--- src/rtl/tt8_pkg.sv ---
package tt8_pkg;

    localparam int RATE_W  = 3;
    localparam int OPT_W   = 6;
    localparam logic [OPT_W-1:0] OPT_RST = 6'h3F;

    typedef struct packed {
        logic              ext_src;   // 1: count pin edges
        logic              fall_sel;  // 1: falling edge
        logic              pre_wdt;   // 1: prescaler on watchdog path
        logic [RATE_W-1:0] rate;      // tap select
    } opt_t;

endpackage

--- src/rtl/tt8_insync.sv ---
module tt8_insync #(
    parameter int STAGES = 2
) (
    input  logic clk,
    input  logic rst_n,
    input  logic pin,
    input  logic fall_sel,
    output logic edge_ev
);
    typedef struct packed {
        logic [STAGES:0] sh;
    } sync_t;

    sync_t st_d, st_q;

    always_comb begin
        st_d    = st_q;
        st_d.sh = {st_q.sh[STAGES-1:0], pin};
    end

    always_ff @(posedge clk or negedge rst_n) begin
        if (!rst_n) st_q <= '0;
        else        st_q <= st_d;
    end

    always_comb begin
        if (fall_sel) edge_ev = !st_q.sh[STAGES-1] &&  st_q.sh[STAGES];
        else          edge_ev =  st_q.sh[STAGES-1] && !st_q.sh[STAGES];
    end

    AST_SYNC_RISE: assert property (@(posedge clk) disable iff (!rst_n)
        (edge_ev && !fall_sel) |-> $past(pin, STAGES));
    AST_SYNC_FALL: assert property (@(posedge clk) disable iff (!rst_n)
        (edge_ev && fall_sel) |-> !$past(pin, STAGES));

endmodule

--- src/rtl/tt8_prescale.sv ---
module tt8_prescale #(
    parameter int RATE_W = 3,
    localparam int PRE_W = 1 << RATE_W
) (
    input  logic              clk,
    input  logic              rst_n,
    input  logic              clr,
    input  logic              adv,
    input  logic [RATE_W-1:0] rate,
    output logic              tmr_hit,
    output logic              wdt_hit
);
    typedef struct packed {
        logic [PRE_W-1:0] cnt;
    } pre_t;

    pre_t st_d, st_q;
    logic [PRE_W-1:0] tap;

    generate
        for (genvar k = 0; k < PRE_W; k++) begin : g_tap
            assign tap[k] = &st_q.cnt[k:0];
        end
    endgenerate

    always_comb begin
        st_d = st_q;
        if (clr)      st_d.cnt = '0;
        else if (adv) st_d.cnt = st_q.cnt + 1'b1;
    end

    always_ff @(posedge clk or negedge rst_n) begin
        if (!rst_n) st_q <= '0;
        else        st_q <= st_d;
    end

    assign tmr_hit = tap[rate];
    assign wdt_hit = (rate == '0) ? 1'b1 : tap[RATE_W'(rate - 1'b1)];

    AST_PRE_CLR: assert property (@(posedge clk) disable iff (!rst_n)
        clr |=> (st_q.cnt == '0));
    AST_PRE_IDLE: assert property (@(posedge clk) disable iff (!rst_n)
        (!clr && !adv) |=> $stable(st_q.cnt));

endmodule

--- src/rtl/tt8_count.sv ---
module tt8_count #(
    parameter int CNT_W = 8,
    parameter int INH_N = 2,
    localparam int INH_W = $clog2(INH_N + 1)
) (
    input  logic             clk,
    input  logic             rst_n,
    input  logic             wr,
    input  logic [CNT_W-1:0] wdata,
    input  logic             step,
    input  logic             inst_tick,
    input  logic             flag_clr,
    output logic [CNT_W-1:0] cnt,
    output logic             flag
);
    localparam logic [CNT_W-1:0] CNT_MAX = '1;

    typedef struct packed {
        logic [CNT_W-1:0] cnt;
        logic [INH_W-1:0] inh;
        logic             flag;
    } cnt_t;

    cnt_t st_d, st_q;
    logic step_ok;
    logic wrap;

    assign step_ok = step && (st_q.inh == '0);
    assign wrap    = step_ok && (st_q.cnt == CNT_MAX);

    always_comb begin
        st_d = st_q;
        if (wr) begin
            st_d.cnt = wdata;
            st_d.inh = INH_W'(INH_N);
        end else begin
            if (step_ok)
                st_d.cnt = st_q.cnt + 1'b1;
            if (inst_tick && st_q.inh != '0)
                st_d.inh = st_q.inh - 1'b1;
        end
        if (wrap && !wr)   st_d.flag = 1'b1;
        else if (flag_clr) st_d.flag = 1'b0;
    end

    always_ff @(posedge clk or negedge rst_n) begin
        if (!rst_n) st_q <= '0;
        else        st_q <= st_d;
    end

    assign cnt  = st_q.cnt;
    assign flag = st_q.flag;

    AST_HOLD_OFF: assert property (@(posedge clk) disable iff (!rst_n)
        (st_q.inh != '0 && !wr) |=> (st_q.cnt == $past(st_q.cnt)));
    AST_WRAP_SETS: assert property (@(posedge clk) disable iff (!rst_n)
        ($past(st_q.cnt) == CNT_MAX && st_q.cnt == '0 && !$past(wr)) |-> st_q.flag);
    AST_FLAG_STICKY: assert property (@(posedge clk) disable iff (!rst_n)
        (st_q.flag && !flag_clr) |=> st_q.flag);

endmodule

--- src/rtl/tt8_timer.sv ---
module tt8_timer #(
    parameter int CNT_W   = 8,
    parameter int INH_N   = 2,
    parameter int CLK_DIV = 4,
    parameter int SYNC_N  = 2
) (
    input  logic                      clk,
    input  logic                      rst_n,
    input  logic                      halt,
    input  logic                      ext_pin,
    input  logic                      wdt_base,
    input  logic                      cnt_we,
    input  logic                      cfg_we,
    input  logic                      ien_we,
    input  logic                      flag_clr,
    input  logic [CNT_W-1:0]          wdata,
    output logic [CNT_W-1:0]          cnt_rd,
    output logic [tt8_pkg::OPT_W-1:0] cfg_rd,
    output logic                      ien_rd,
    output logic                      ovf_flag,
    output logic                      irq,
    output logic                      wdt_tick
);
    import tt8_pkg::*;

    localparam int PH_W = $clog2(CLK_DIV);
    localparam logic [PH_W-1:0] PH_LAST = PH_W'(CLK_DIV - 1);

    typedef struct packed {
        logic [PH_W-1:0] ph;
        opt_t            opt;
        logic            ien;
        logic            wtick;
    } top_t;

    top_t st_d, st_q;

    logic inst_tick, pin_ev, src_ev, tmr_hit, wdt_hit;
    logic pre_clr, pre_adv, step;
    opt_t opt_new;

    assign opt_new   = opt_t'(wdata[OPT_W-1:0]);
    assign inst_tick = (st_q.ph == PH_LAST);
    assign src_ev    = (st_q.opt.ext_src ? pin_ev : inst_tick) && !halt;
    assign pre_adv   = st_q.opt.pre_wdt ? wdt_base : src_ev;
    assign pre_clr   = (cnt_we && !st_q.opt.pre_wdt) ||
                       (cfg_we && (opt_new.pre_wdt != st_q.opt.pre_wdt));
    assign step      = st_q.opt.pre_wdt ? src_ev : (src_ev && tmr_hit);

    always_comb begin
        st_d    = st_q;
        st_d.ph = (st_q.ph == PH_LAST) ? '0 : st_q.ph + 1'b1;
        if (cfg_we) st_d.opt = opt_new;
        if (ien_we) st_d.ien = wdata[0];
        st_d.wtick = st_q.opt.pre_wdt ? (wdt_base && wdt_hit) : wdt_base;
    end

    always_ff @(posedge clk or negedge rst_n) begin
        if (!rst_n) begin
            st_q     <= '0;
            st_q.opt <= opt_t'(OPT_RST);
        end else begin
            st_q     <= st_d;
        end
    end

    tt8_insync #(.STAGES(SYNC_N)) u_sync (
        .clk      (clk),
        .rst_n    (rst_n),
        .pin      (ext_pin),
        .fall_sel (st_q.opt.fall_sel),
        .edge_ev  (pin_ev)
    );

    tt8_prescale #(.RATE_W(RATE_W)) u_pre (
        .clk     (clk),
        .rst_n   (rst_n),
        .clr     (pre_clr),
        .adv     (pre_adv),
        .rate    (st_q.opt.rate),
        .tmr_hit (tmr_hit),
        .wdt_hit (wdt_hit)
    );

    tt8_count #(.CNT_W(CNT_W), .INH_N(INH_N)) u_cnt (
        .clk       (clk),
        .rst_n     (rst_n),
        .wr        (cnt_we),
        .wdata     (wdata),
        .step      (step),
        .inst_tick (inst_tick),
        .flag_clr  (flag_clr),
        .cnt       (cnt_rd),
        .flag      (ovf_flag)
    );

    assign cfg_rd   = st_q.opt;
    assign ien_rd   = st_q.ien;
    assign irq      = ovf_flag && st_q.ien;
    assign wdt_tick = st_q.wtick;

    AST_ONE_STEP: assert property (@(posedge clk) disable iff (!rst_n)
        !$past(cnt_we) |-> (cnt_rd == $past(cnt_rd) ||
                            cnt_rd == CNT_W'($past(cnt_rd) + 1'b1)));
    AST_WR_LOAD: assert property (@(posedge clk) disable iff (!rst_n)
        cnt_we |=> (cnt_rd == $past(wdata)));
    AST_HALT_FREEZE: assert property (@(posedge clk) disable iff (!rst_n)
        (halt && !cnt_we) |=> (cnt_rd == $past(cnt_rd)));
    AST_WDT_PASS: assert property (@(posedge clk) disable iff (!rst_n)
        !st_q.opt.pre_wdt |=> (wdt_tick == $past(wdt_base)));
    AST_IRQ_MASK: assert property (@(posedge clk) disable iff (!rst_n)
        !ien_rd |-> !irq);

endmodule

--- config.mk ---
export PLATFORM = sky130hd
export DESIGN_NAME = tt8_timer
export DESIGN_NICKNAME = d
export VERILOG_FILES = /design/src/rtl/tt8_pkg.sv /design/src/rtl/tt8_insync.sv /design/src/rtl/tt8_prescale.sv /design/src/rtl/tt8_count.sv /design/src/rtl/tt8_timer.sv
export SDC_FILE = /design/constraint.sdc
export NUM_CORES = 1
export LEC_CHECK = 0
export ABC_AREA = 1
export BUFFER_PORTS_ARGS = -buffer_cell sky130_fd_sc_hd__buf_2
export CAP_MARGIN = 20
export CORE_MARGIN = 5
export CORE_UTILIZATION = 50
export CTS_CLUSTER_SIZE = 16
export DETAILED_ROUTE_END_ITERATION = 8
export PLACE_DENSITY_LB_ADDON = 0.15
export SLEW_MARGIN = 20
export SYNTH_ARGS = -nofsm -noshare
export SYNTH_HDL_FRONTEND = slang
export SYNTH_SLANG_ARGS = --single-unit
--- constraint.sdc ---
create_clock -name clk -period 1.7 [get_ports clk]
set_input_delay 0 -clock clk [delete_from_list [all_inputs] [get_ports clk]]
set_output_delay 0 -clock clk [all_outputs]
set_load 0.02 [all_outputs]
== Word-level counts from Yosys, hierarchy flattened ==
Cells that the tools add are included.
Word-level totals
  output and inout port bits: 18
  logic and storage cells: 72
  bits in registers: 32
  input port bits: 17
Cells by class
  eq/ne operators: 3
  reductions and logical operators: 32
  magnitude comparators: 2
  multiplexer cells: 18
  $add $sub $neg: 5
Operators with widths (count)
  two-way mux 8 bit: 3
  adder 8 x 1 -> 8 bit, second input constant: 2
  logical AND 1 bit: 12
  two-way mux 1 bit: 10
  two-way mux 10 bit: 1
  nonzero test 2 bit: 5
  == test 8 bit, second input constant: 1
  < comparator 3 x 4 -> 1 bit, second input constant: 2
  AND reduction 8 bit: 1
  AND reduction 7 bit: 1
  binary-select mux 1 bit (select 3 bit): 2
  AND reduction 6 bit: 1
  logical NOT 1 bit: 5
  AND reduction 5 bit: 1
  two-way mux 2 bit: 2
  AND reduction 4 bit: 1
  logical NOT 3 bit: 1
  AND reduction 3 bit: 1
  subtractor 3 x 1 -> 3 bit, second input constant: 1
  adder 2 x 1 -> 2 bit, second input constant: 1
  == test 2 bit, second input constant: 1
  logical NOT 2 bit: 1
  AND reduction 2 bit: 1
  subtractor 2 x 1 -> 2 bit, second input constant: 1
  2 further kinds: 2

== Longest topological paths before layout ==
Gate-level depths: netlist (run 1).
  word-level depth: 11
  depth in mapped cells: 13
  gate-level depth less buffers: 13

== Cells and area by module ==
Synthesis (run 1) repeated with hierarchy kept, for this count alone.
Second synthesis, totals
  cell total of the unflattened synthesis: 273
  area total of the unflattened synthesis: 2077.0 um2
By module, submodules not included
  tt8_count: sequential area each 275.3 um2, times used 1, area an instance 774.5 um2, cells each 106
  tt8_prescale: sequential area each 200.2 um2, times used 1, area an instance 693.2 um2, cells each 100
  tt8_timer: sequential area each 257.7 um2, times used 1, area an instance 509.2 um2, cells each 58
  tt8_insync: sequential area each 75.1 um2, times used 1, area an instance 100.1 um2, cells each 9

== Worst setup path before layout (run 1) ==
No wires, ideal clock.
  path kind: register -> register
  start point: register u_pre.st_q[0] in the netlist's numbering
  end point: register u_cnt.st_q (netlist bit u_cnt.cnt[3])
  data required time: 1584 ps
  setup time: 116 ps
  stages on the path, launching flop included: 13
  path buffers: 0
  period minus slack after synthesis: 1672 ps
  arrival time: 1555 ps
  path slack: 28 ps
  path through: dfrtp_1 ha_1 inv_1 nor2_4 ha_1 a21oi_1 a21oi_2 nand2_1 nand2_2 nand2_4 nand2_4 nand2_1 nand2_1
On the way
  longest elaborated chain between the ends: 7
  elaborated cells between the ends (all ways): 13
  classes of those cells: mux (3); reduce/logical (10)
RTL lines
  start: declaration: line tt8_prescale.sv:17  | pre_t st_d, st_q;
  start signal: assignment: line tt8_prescale.sv:34  | else st_q <= st_d;
  AND reduction 8 bit (tied with other cells): line tt8_prescale.sv:22  | assign tap[k] = &st_q.cnt[k:0];
  binary-select mux 1 bit (select 3 bit) *: line tt8_prescale.sv:37  | assign tmr_hit = tap[rate];
  two-way mux 1 bit (implied by the code) *: line tt8_prescale.sv:37
  logical AND 1 bit *: line tt8_timer.sv:48  | assign step = st_q.opt.pre_wdt ? src_ev : (src_ev && tmr_hit);
  two-way mux 1 bit *: line tt8_timer.sv:48
  logical AND 1 bit *: line tt8_count.sv:28  | assign step_ok = step && (st_q.inh == '0);
  nonzero test 2 bit (no source line) *
  end signal: assignment: line tt8_count.sv:48  | else st_q <= st_d;
  end: declaration: line tt8_count.sv:24  | cnt_t st_d, st_q;
Every way passes the cells marked *; elsewhere a longest branch is shown, timed or not. The select of a mux whose other input is x is not followed.
A chain may end at the register's enable or synchronous reset.

== Final worst setup path (run 1) ==
  start point: register u_pre.st_q[1] in the netlist's numbering
  end point: register u_cnt.st_q (netlist bit u_cnt.cnt[2])
The elaborated chain is that of the path after synthesis.

==> run summary, run 1 <==
status: finished clean
ant diodes: 0
post-synthesis mux area share: 0.0114
Seq/Total Area, Yosys: 0.410
R2R Path Start: u_pre.st_q[1]
clk_lat worst skew: 280 ps
Setup crit start kind: register
Synth area leaders: dfrtp_1 (33%), nand2_1 (16%), dfstp_2 (8.0%)
RSZ-0062 raised after global routing: yes
Via density: 4.87
grt ovf: 0
hold path cells: 5
Core Area: 3740 um^2
Hold/Removal Path Class: in -> reg
Worst setup EP type: register
Layout Cells excl Fill: 359
critical path fanouts, max: 8
Sink Count: 32
placed cell count: 335
setup violators final: 0
largest net degree at the start of global routing: 33
port bufs: 34
mapped cell area: 1970 um^2
register bit count reported by yosys: 32
ys async rst share: 1.00
CTS tree: yes
EDFF count, synth: 0
Synth Area in XOR/XNOR: 0.0222
antenna violations before repair: 0
DP Worst Slack: -67.2 ps
WHS Endpoint: u_cnt.cnt[7]
Mapped Nets: 287
worst path required time: 1870 ps
worst clock skew: 7.19 ps
I/O pins: 35
top-count cell post-synth: nand2_1
first-pass GRT wire length: 7310 um
Iter 0 DRT Violations: 99
Leakage: 1.30 nW
CP arrival: 1840 ps
DR DRC count: 0
share of layout cells above drive strength 1: 0.286
Hold Startpoint: wdata[7]
Routed WL: 4360 um
Max Cap Viol: 0
share of the synthesized area in the top cell type: 0.330
Die Wd: 72.8 um
Final Hold Viols: 0
Cells after Synth: 262
all-layer global routing usage: 0.179
Reg clk slew, reported paths: 60 ps
depth of the worst register-to-register path: 12
power per cell area: 784 nW/um^2
placed wire-length estimate: 3120 um
Least-Margin Pin Slew: 720 ps
CTS Buf Count: 5
setup tns final: 0 ps
reg2reg end: u_cnt.cnt[2]
Rows: 22
Ys Warns: 0
drt pass-1 iters: 4
CTS Root Cell: clkbuf_8
Synth cell types: 28
crit path time final: 1670 ps
cell taking the most area after synthesis: dfrtp_1
via count: 1750
Worst Slack Setup Final: 28.2 ps
Die ar.: 5300 um^2
Tot Pwr: 1.96 mW
DRT antenna net count: 0
vias in the first global route: 1674
most common library cells after synthesis: nand2_1 (84), inv_1 (29), dfrtp_1 (26)
Area growth syn-to-layout: 27.1%
WS Path Type: reg -> reg
complex-gate fraction of the synthesized area: 0.0965
initial cell density of the core: 0.526
Clock Tree Buf Depth: 2
Top FF cell, synth: dfrtp_1
Max VDD drop: 0.501 mV
Simple-Gate Fraction of Synth Area: 0.283
synthesized area per cell: 7.52 um^2
DR WL/cell: 12.2 um
Rel. slew slack: 0.520
htree depth: 2
Final #Nets: 335
Final Slew Violations: 0
reg2reg setup slack: 30 ps
Fmax: 0.598 GHz
Final Hold Slack: 43.9 ps
largest family of logic cells by synthesized area: simple AND/OR/NAND/NOR gates
Final period util: 0.983
Post-Synth Adder-Cell Area: 0.0508
Die Ht: 72.8 um
RePlAce Congestion: 0.873
==> through the flow <==
step                instance area (um^2)   util
floorplan                           1970      -
global placement                    2130  0.569
detailed placement                  2130  0.569
CTS                                 2370  0.634
global route                        2500  0.669
finish                              2500  0.669
==> area by class of cell <==
type | instances | area (um^2)
clock buffer | 8 | 90.1
fill | 342 | 1240
inverter | 31 | 119
multi-input combinational | 182 | 1030
sequential | 32 | 808
tap | 48 | 60.1
timing repair buffer | 58 | 400
==> report_power, final <==
part	internal [mW]	switching [mW]
sequential	0.832	0.0650
clock	0.330	0.263
combinational	0.193	0.282
==> placed cells by master, fill, tap and decap left out, types with 4 or more instances in the layout <==
cell type | synthesis | routed
a21oi_1 | 10 | 8
buf_2 | 0 | 34
buf_4 | 14 | 9
clkbuf_8 | 0 | 6
dfrtp_1 | 26 | 26
dfstp_2 | 6 | 6
dlygate4sd3_1 | 0 | 12
ha_1 | 8 | 5
inv_1 | 29 | 28
nand2_1 | 84 | 76
nand2_2 | 2 | 7
nand2_4 | 2 | 4
nand3_1 | 20 | 16
nand3_2 | 0 | 4
nor2_1 | 18 | 17
o21ai_0 | 17 | 17
==> critical path: stages, from the launching register on <==
cell and delay (ps):
dfrtp_1 410, ha_4 180, ha_2 190, a21oi_2 130
nand2_1 60, nand3_1 60, nand2_1 50, inv_1 60
nand2_2 60, nand2_4 120, nand2_8 90, nand2_2 80
nand2_1 60
==> worst max path at each step <==
stage,start,to,depth (start not counted)
CTS,u_pre.st_q[0],u_cnt.flag,11
global route,u_pre.st_q[1],u_cnt.cnt[2],12
finish,u_pre.st_q[1],u_cnt.cnt[2],12
global placement,u_pre.st_q[0],u_cnt.cnt[0],12
floorplan,u_pre.st_q[0],u_cnt.cnt[3],12
detailed placement,u_pre.st_q[0],u_cnt.cnt[2],12
==> flip-flops by register name, summed over array words and instances, names as in the netlist <==
register,count
u_sync.st_q,3
st_q,2
u_cnt.flag,1
ien_rd,1
u_pre.st_q,8
cfg_rd,6
wdt_tick,1
u_cnt.cnt,8
u_cnt.st_q,2
==> cell families after synthesis <==
| family | Yosys count |
|---|---|
| muxes | 2 |
| adders and majority gates | 8 |
| AOI/OAI and AO/OA | 35 |
| and+or+nand+nor | 132 |
| xor gates and xnor gates | 5 |
| buffers and inverters | 48 |
| DFF | 32 |
==> routing by layer <==
layer  part of all wire  track usage  vias to the layer above
li1                   -            -                      918
met1               0.46        0.229                      789
met2               0.47        0.287                       37
met3              0.047       0.0386                        6
met4              0.015       0.0820                        0
met5                  0            0                        -
==> what timing repair did <==
item	4_1_cts	5_1_grt
setup endpoints to repair	8	14
pin swaps	0	10
hold endpoints to repair	36	0
hold buffers	12	0
setup buffers	2	2
gates resized for setup	3	27
Note: power is estimated with default switching activity, not from simulation.
==> run 2, diff against run 1 <==
- CTS_BUF_LIST: not set -> sky130_fd_sc_hd__clkbuf_16
==> run summary, run 2 (synthesis gave the netlist of run 1 again) <==
Core Area: 3740 um^2 (unchanged)
all-layer global routing usage: 0.184 (+0.00513)
first-pass GRT wire length: 7510 um (+2.7%)
Die ar.: 5300 um^2 (unchanged)
Final period util: 0.988 (+0.00464)
power per cell area: 868 nW/um^2 (+11%)
antenna violations before repair: 0 (unchanged)
Least-Margin Pin Slew: 723 ps (+3.14 ps)
Via density: 5.03 (+3.1%)
Final #Nets: 333 (-0.60%)
worst path required time: 1910 ps (+40 ps)
Area growth syn-to-layout: 28.9%
DR DRC count: 0 (unchanged)
initial cell density of the core: 0.526 (unchanged)
vias in the first global route: 1700 (+1.6%)
largest net degree at the start of global routing: 33 (unchanged)
final std cell area, no fill: 2540 um^2 (+1.4%)
Hold/Removal Path Class: in -> reg
Leakage: 1.32 nW (+0.95%)
CP max stage cell: dfrtp_1
Sink Count: 32 (unchanged)
commonest non-fill, non-tap cell in the layout: nand2_1
Max Cap Viol: 0 (unchanged)
CTS Root Cell: clkbuf_16
clk_lat worst skew: 270 ps (about the same)
Routed WL: 4580 um (+5.0%)
Die Ht: 72.8 um (unchanged)
CP peak stage delay: 400 ps (about the same)
share of layout cells above drive strength 1: 0.294 (+0.00832)
crit-path cells: ha_4 -> ha_2 -> a21oi_2 -> nand2_1 -> nand3_1 -> nand2_1 -> inv_1 -> nand2_2 -> nand2_4 -> buf_12 -> nand3_1 -> nand2_1
Rows: 22 (unchanged)
port bufs: 34 (unchanged)
crit path time final: 1680 ps (+7.88 ps)
crit-path most repeated cell: nand2_1
Iter 0 DRT Violations: 134 (+35%)
filler cell count: 336 (-1.8%)
Final Hold Viols: 0 (unchanged)
Reg clk slew, reported paths: 50 ps (about the same)
via count: 1795 (+2.6%)
worst clock skew: 3.23 ps (-3.96 ps)
DR WL/cell: 12.8 um (+5.5%)
status: finished clean
CP arrival: 1890 ps (+50 ps)
Rel. slew slack: 0.518 (-0.00209)
CTS tree: yes
ant diodes: 0 (unchanged)
RePlAce Congestion: 0.873 (unchanged)
grt ovf: 0 (unchanged)
Max VDD drop: 0.645 mV (+29%)
setup tns final: 0 ps (unchanged)
placed wire-length estimate: 3120 um (unchanged)
critical path fanouts, max: 6 (-2)
Worst Slack Setup Final: 20.3 ps (-7.88 ps)
htree depth: 2 (unchanged)
Layout Cells excl Fill: 357 (-0.56%)
final core utilization: 0.678 (+0.00936)
setup violators final: 0 (unchanged)
RSZ-0062 raised after global routing: yes
placed cell count: 335 (unchanged)
Die Wd: 72.8 um (unchanged)
Clock Tree Buf Depth: 2 (unchanged)
drt pass-1 iters: 4 (unchanged)
Placed Area: 2130 um^2 (unchanged)
Final Slew Violations: 0 (unchanged)
commonest non-fill, non-tap cells in the layout: nand2_1 (76), buf_2 (34), inv_1 (30)
DP Worst Slack: -67.2 ps (unchanged)
Final Hold Slack: 17.4 ps (-26.5 ps)
Tot Pwr: 2.20 mW (+12%)
CTS Buf Count: 5 (unchanged)
DRT antenna net count: 0 (unchanged)
Worst setup EP type: register
I/O pins: 35 (unchanged)
Setup crit start kind: register
Fmax: 0.595 GHz (-0.47%)
WS Path Type: reg -> reg
-- run 2: cell count changes in the layout (fill, tap and decap cells not counted), moves of 2 or more --
cell / change
ha_1: -2
inv_1: +2
clkbuf_1: -2
nor2_1: -2
clkbuf_16: +5
o21ai_0: -2
dlygate4sd3_1: -2
clkbuf_8: -6
o21ai_1: +2
nor2_2: +2
-- run 2: timing repair --
item / CTS / global route
hold endpoints to repair: 35 / 0
pin swaps: 0 / 16
setup endpoints to repair: 8 / 18
hold buffers: 10 / 0
resized for setup: 3 / 31
setup buffers: 2 / 2
-- run 2: layout make-up --
| type | instances | area, um^2 | area share |
|---|---|---|---|
| Sequential cell | 32 | 808 | 0.318 |
| Inverter | 31 | 119 | 0.0468 |
| Multi-Input combinational cell | 182 | 1040 | 0.408 |
| Tap cell | 48 | 60.1 | 0.0236 |
| Timing Repair Buffer | 56 | 380 | 0.150 |
| Clock buffer | 5 | 125 | 0.0493 |
| Clock inverter | 3 | 11.3 | 0.00443 |
-- run 2: power by group --
group          switching, mW  internal, mW  leakage, nW  total, mW
Sequential            0.0656         0.834        0.393      0.899
Combinational          0.289         0.192        0.848      0.481
Clock                  0.299         0.525       0.0738      0.824
-- run 2: worst paths after layout --
path / from / endpoint / slack [ps] / depth (start not counted)
worst max-delay path: u_pre.st_q[1] / u_cnt.cnt[4] / 20 / 12
worst max register to register: u_pre.st_q[1] / u_cnt.cnt[4] / 20 / 12
worst min register to register: u_sync.st_q[0] / u_sync.st_q[1] / 350 / 0
min in group asynchronous: rst_n / u_pre.st_q[1] / 320 / 2
worst min-delay path: wdata[3] / cfg_rd[3] / 20 / 3
max in group asynchronous: rst_n / wdt_tick / 910 / 2
-- run 2: critical path, delay by kind of cell, from the launching register on --
| kind | cells | cell delay, ps |
|---|---|---|
| buffers and inverters | 2 | 190 |
| adders and majority gates | 2 | 360 |
| DFF | 1 | 400 |
| AOI/OAI and AO/OA | 1 | 130 |
| and+or+nand+nor | 7 | 510 |
-- run 2: per-layer routing --
metal	vias up	wire [um]	track usage
met5	-	0	0
met3	13	241	0.0427
met2	46	2220	0.299
met1	821	2000	0.233
met4	0	118	0.0779
li1	915	-	-
==> run 3, diff against run 2 <==
- MAX_ROUTING_LAYER: not set -> met4
==> run summary, run 3 (synthesis gave the netlist of run 1 again) <==
htree depth: 2 (unchanged)
WHS Endpoint: cfg_rd[3]
via count: 1779 (-0.89%)
Final #Nets: 333 (unchanged)
Setup crit start kind: register
Placed Area: 2130 um^2 (unchanged)
clk_lat worst skew: 270 ps (about the same)
WS Path Type: reg -> reg
CTS Root Cell: clkbuf_16
sequential cell area: 808 um^2 (unchanged)
CTS tree: yes
Max Cap Viol: 0 (unchanged)
commonest non-fill, non-tap cells in the layout: nand2_1 (79), buf_2 (34), inv_1 (30)
Die Wd: 72.8 um (unchanged)
Leakage: 1.31 nW (-0.14%)
DR WL/cell: 12.8 um (-0.33%)
RePlAce Congestion: 0.887 (+1.6%)
Fmax: 0.597 GHz (+0.30%)
I/O pins: 35 (unchanged)
status: finished clean
Max VDD drop: 0.638 mV (-1.0%)
largest net degree at the start of global routing: 33 (unchanged)
initial cell density of the core: 0.526 (unchanged)
area of the multi-input gates: 1030 um^2 (-0.60%)
Final Slew Violations: 0 (unchanged)
Reg clk slew, reported paths: 50 ps (about the same)
all-layer global routing usage: 0.191 (+0.00717)
depth of the worst register-to-register path: 12 (unchanged)
Final period util: 0.985 (-0.00294)
R2R Path Start: u_pre.st_q[1]
CP max stage cell: dfrtp_1
Tot Pwr: 2.20 mW (-0.40%)
Hold Startpoint: wdata[3]
reg2reg end: u_cnt.cnt[0]
RSZ-0062 raised after global routing: yes
Routed WL: 4560 um (-0.33%)
Clock Tree Buf Depth: 2 (unchanged)
CP top delay family: simple AND/OR/NAND/NOR gates
Worst setup EP type: register
Via density: 4.98 (-0.89%)
port bufs: 34 (unchanged)
final std cell area, no fill: 2530 um^2 (-0.25%)
Die ar.: 5300 um^2 (unchanged)
first-pass GRT wire length: 7570 um (+0.73%)
placed wire-length estimate: 3120 um (unchanged)
setup violators final: 0 (unchanged)
Least-Margin Pin Slew: 723 ps (-0.640 ps)
hold path cells: 3 (unchanged)
CTS Buf Count: 5 (unchanged)
antenna violations before repair: 0 (unchanged)
Iter 0 DRT Violations: 164 (+22%)
ant diodes: 0 (unchanged)
DRT antenna net count: 0 (unchanged)
setup tns final: 0 ps (unchanged)
commonest non-fill, non-tap cell in the layout: nand2_1
Final Hold Viols: 0 (unchanged)
DR DRC count: 0 (unchanged)
vias in the first global route: 1684 (-0.94%)
critical path fanouts, max: 6 (unchanged)
Die Ht: 72.8 um (unchanged)
worst path required time: 1910 ps (about the same)
CP arrival: 1890 ps (about the same)
Rel. slew slack: 0.518 (about the same)
share of layout cells above drive strength 1: 0.285 (-0.00971)
Sink Count: 32 (unchanged)
WP buf/inv: 2 (unchanged)
reg2reg setup slack: 30 ps (about the same)
crit path time final: 1670 ps (-5.00 ps)
Area growth syn-to-layout: 28.6%
Hold/Removal Path Class: in -> reg
grt ovf: 0 (unchanged)
Rows: 22 (unchanged)
crit-path cells: ha_4 -> ha_2 -> a21oi_2 -> nand2_1 -> nand3_1 -> nand2_1 -> inv_1 -> nand2_2 -> nand2_4 -> buf_12 -> nand3_2 -> nand2_2
drt pass-1 iters: 4 (unchanged)
power per cell area: 867 nW/um^2 (-0.15%)
Core Area: 3740 um^2 (unchanged)
CP peak stage delay: 400 ps (about the same)
worst clock skew: 4.84 ps (+1.61 ps)
filler cell count: 342 (+1.8%)
==> run 3: cell counts in the layout (fill, tap and decap cells not counted) <==
No cell type changed its count.
==> run 3: layout make-up <==
type | instances | area share
Clock inverter | 3 | 0.00444
Sequential cell | 32 | 0.319
Tap cell | 48 | 0.0237
Inverter | 31 | 0.0469
Timing Repair Buffer | 56 | 0.150
Clock buffer | 5 | 0.0494
Multi-Input combinational cell | 182 | 0.406
==> run 3: where the power goes <==
| group | switching [mW] | leakage [nW] | internal, mW |
|---|---|---|---|
| Sequential | 0.0652 | 0.393 | 0.834 |
| Clock | 0.297 | 0.0738 | 0.525 |
| Combinational | 0.285 | 0.846 | 0.190 |
| Total | 0.647 | 1.31 | 1.55 |
==> run 3: how the worst max path moves through the flow <==
stage,to,from,depth (start not counted)
floorplan,u_cnt.cnt[3],u_pre.st_q[0],12
global placement,u_cnt.cnt[0],u_pre.st_q[0],12
detailed placement,u_cnt.cnt[2],u_pre.st_q[0],12
CTS,u_cnt.flag,u_pre.st_q[0],11
global route,u_cnt.cnt[3],u_pre.st_q[1],12
finish,u_cnt.cnt[0],u_pre.st_q[1],12
==> run 3: through the flow <==
| step | hold slack (ps) | setup WS (ps) | util | cells |
|---|---|---|---|---|
| after floorplan | -296 | 28.2 | - | 262 |
| after global placement | 90.9 | -28.5 | 0.569 | 335 |
| after detailed placement | 97.4 | -67.2 | 0.569 | 335 |
| after CTS | 9.82 | 2.81 | 0.641 | 355 |
| after global routing | 29.0 | -56.5 | 0.677 | 357 |
| final | 19.5 | 25.3 | 0.677 | 357 |
==> run 3: routing by layer <==
metal	vias to the layer above	part of all wire	GRT usage
met5	-	0	-
met4	0	0.015	0.0656
met3	6	0.057	0.0551
met2	52	0.49	0.297
met1	807	0.44	0.238
li1	914	-	-
==> run 3: repair_timing <==
action / in CTS / in global routing
setup endpoints to repair: 8 / 18
hold buffers: 10 / 0
pin swaps: 0 / 14
endpoints found under the hold margin: 35 / 0
setup buffers: 2 / 2
resized for setup: 3 / 28
==> run 3: worst min-delay path: cells and delay by family <==
family	cells	cell delay (ps)
buffers and inverters	1	120
AO/OA/AOI/OAI	1	90
AND/OR/NAND/NOR	1	70
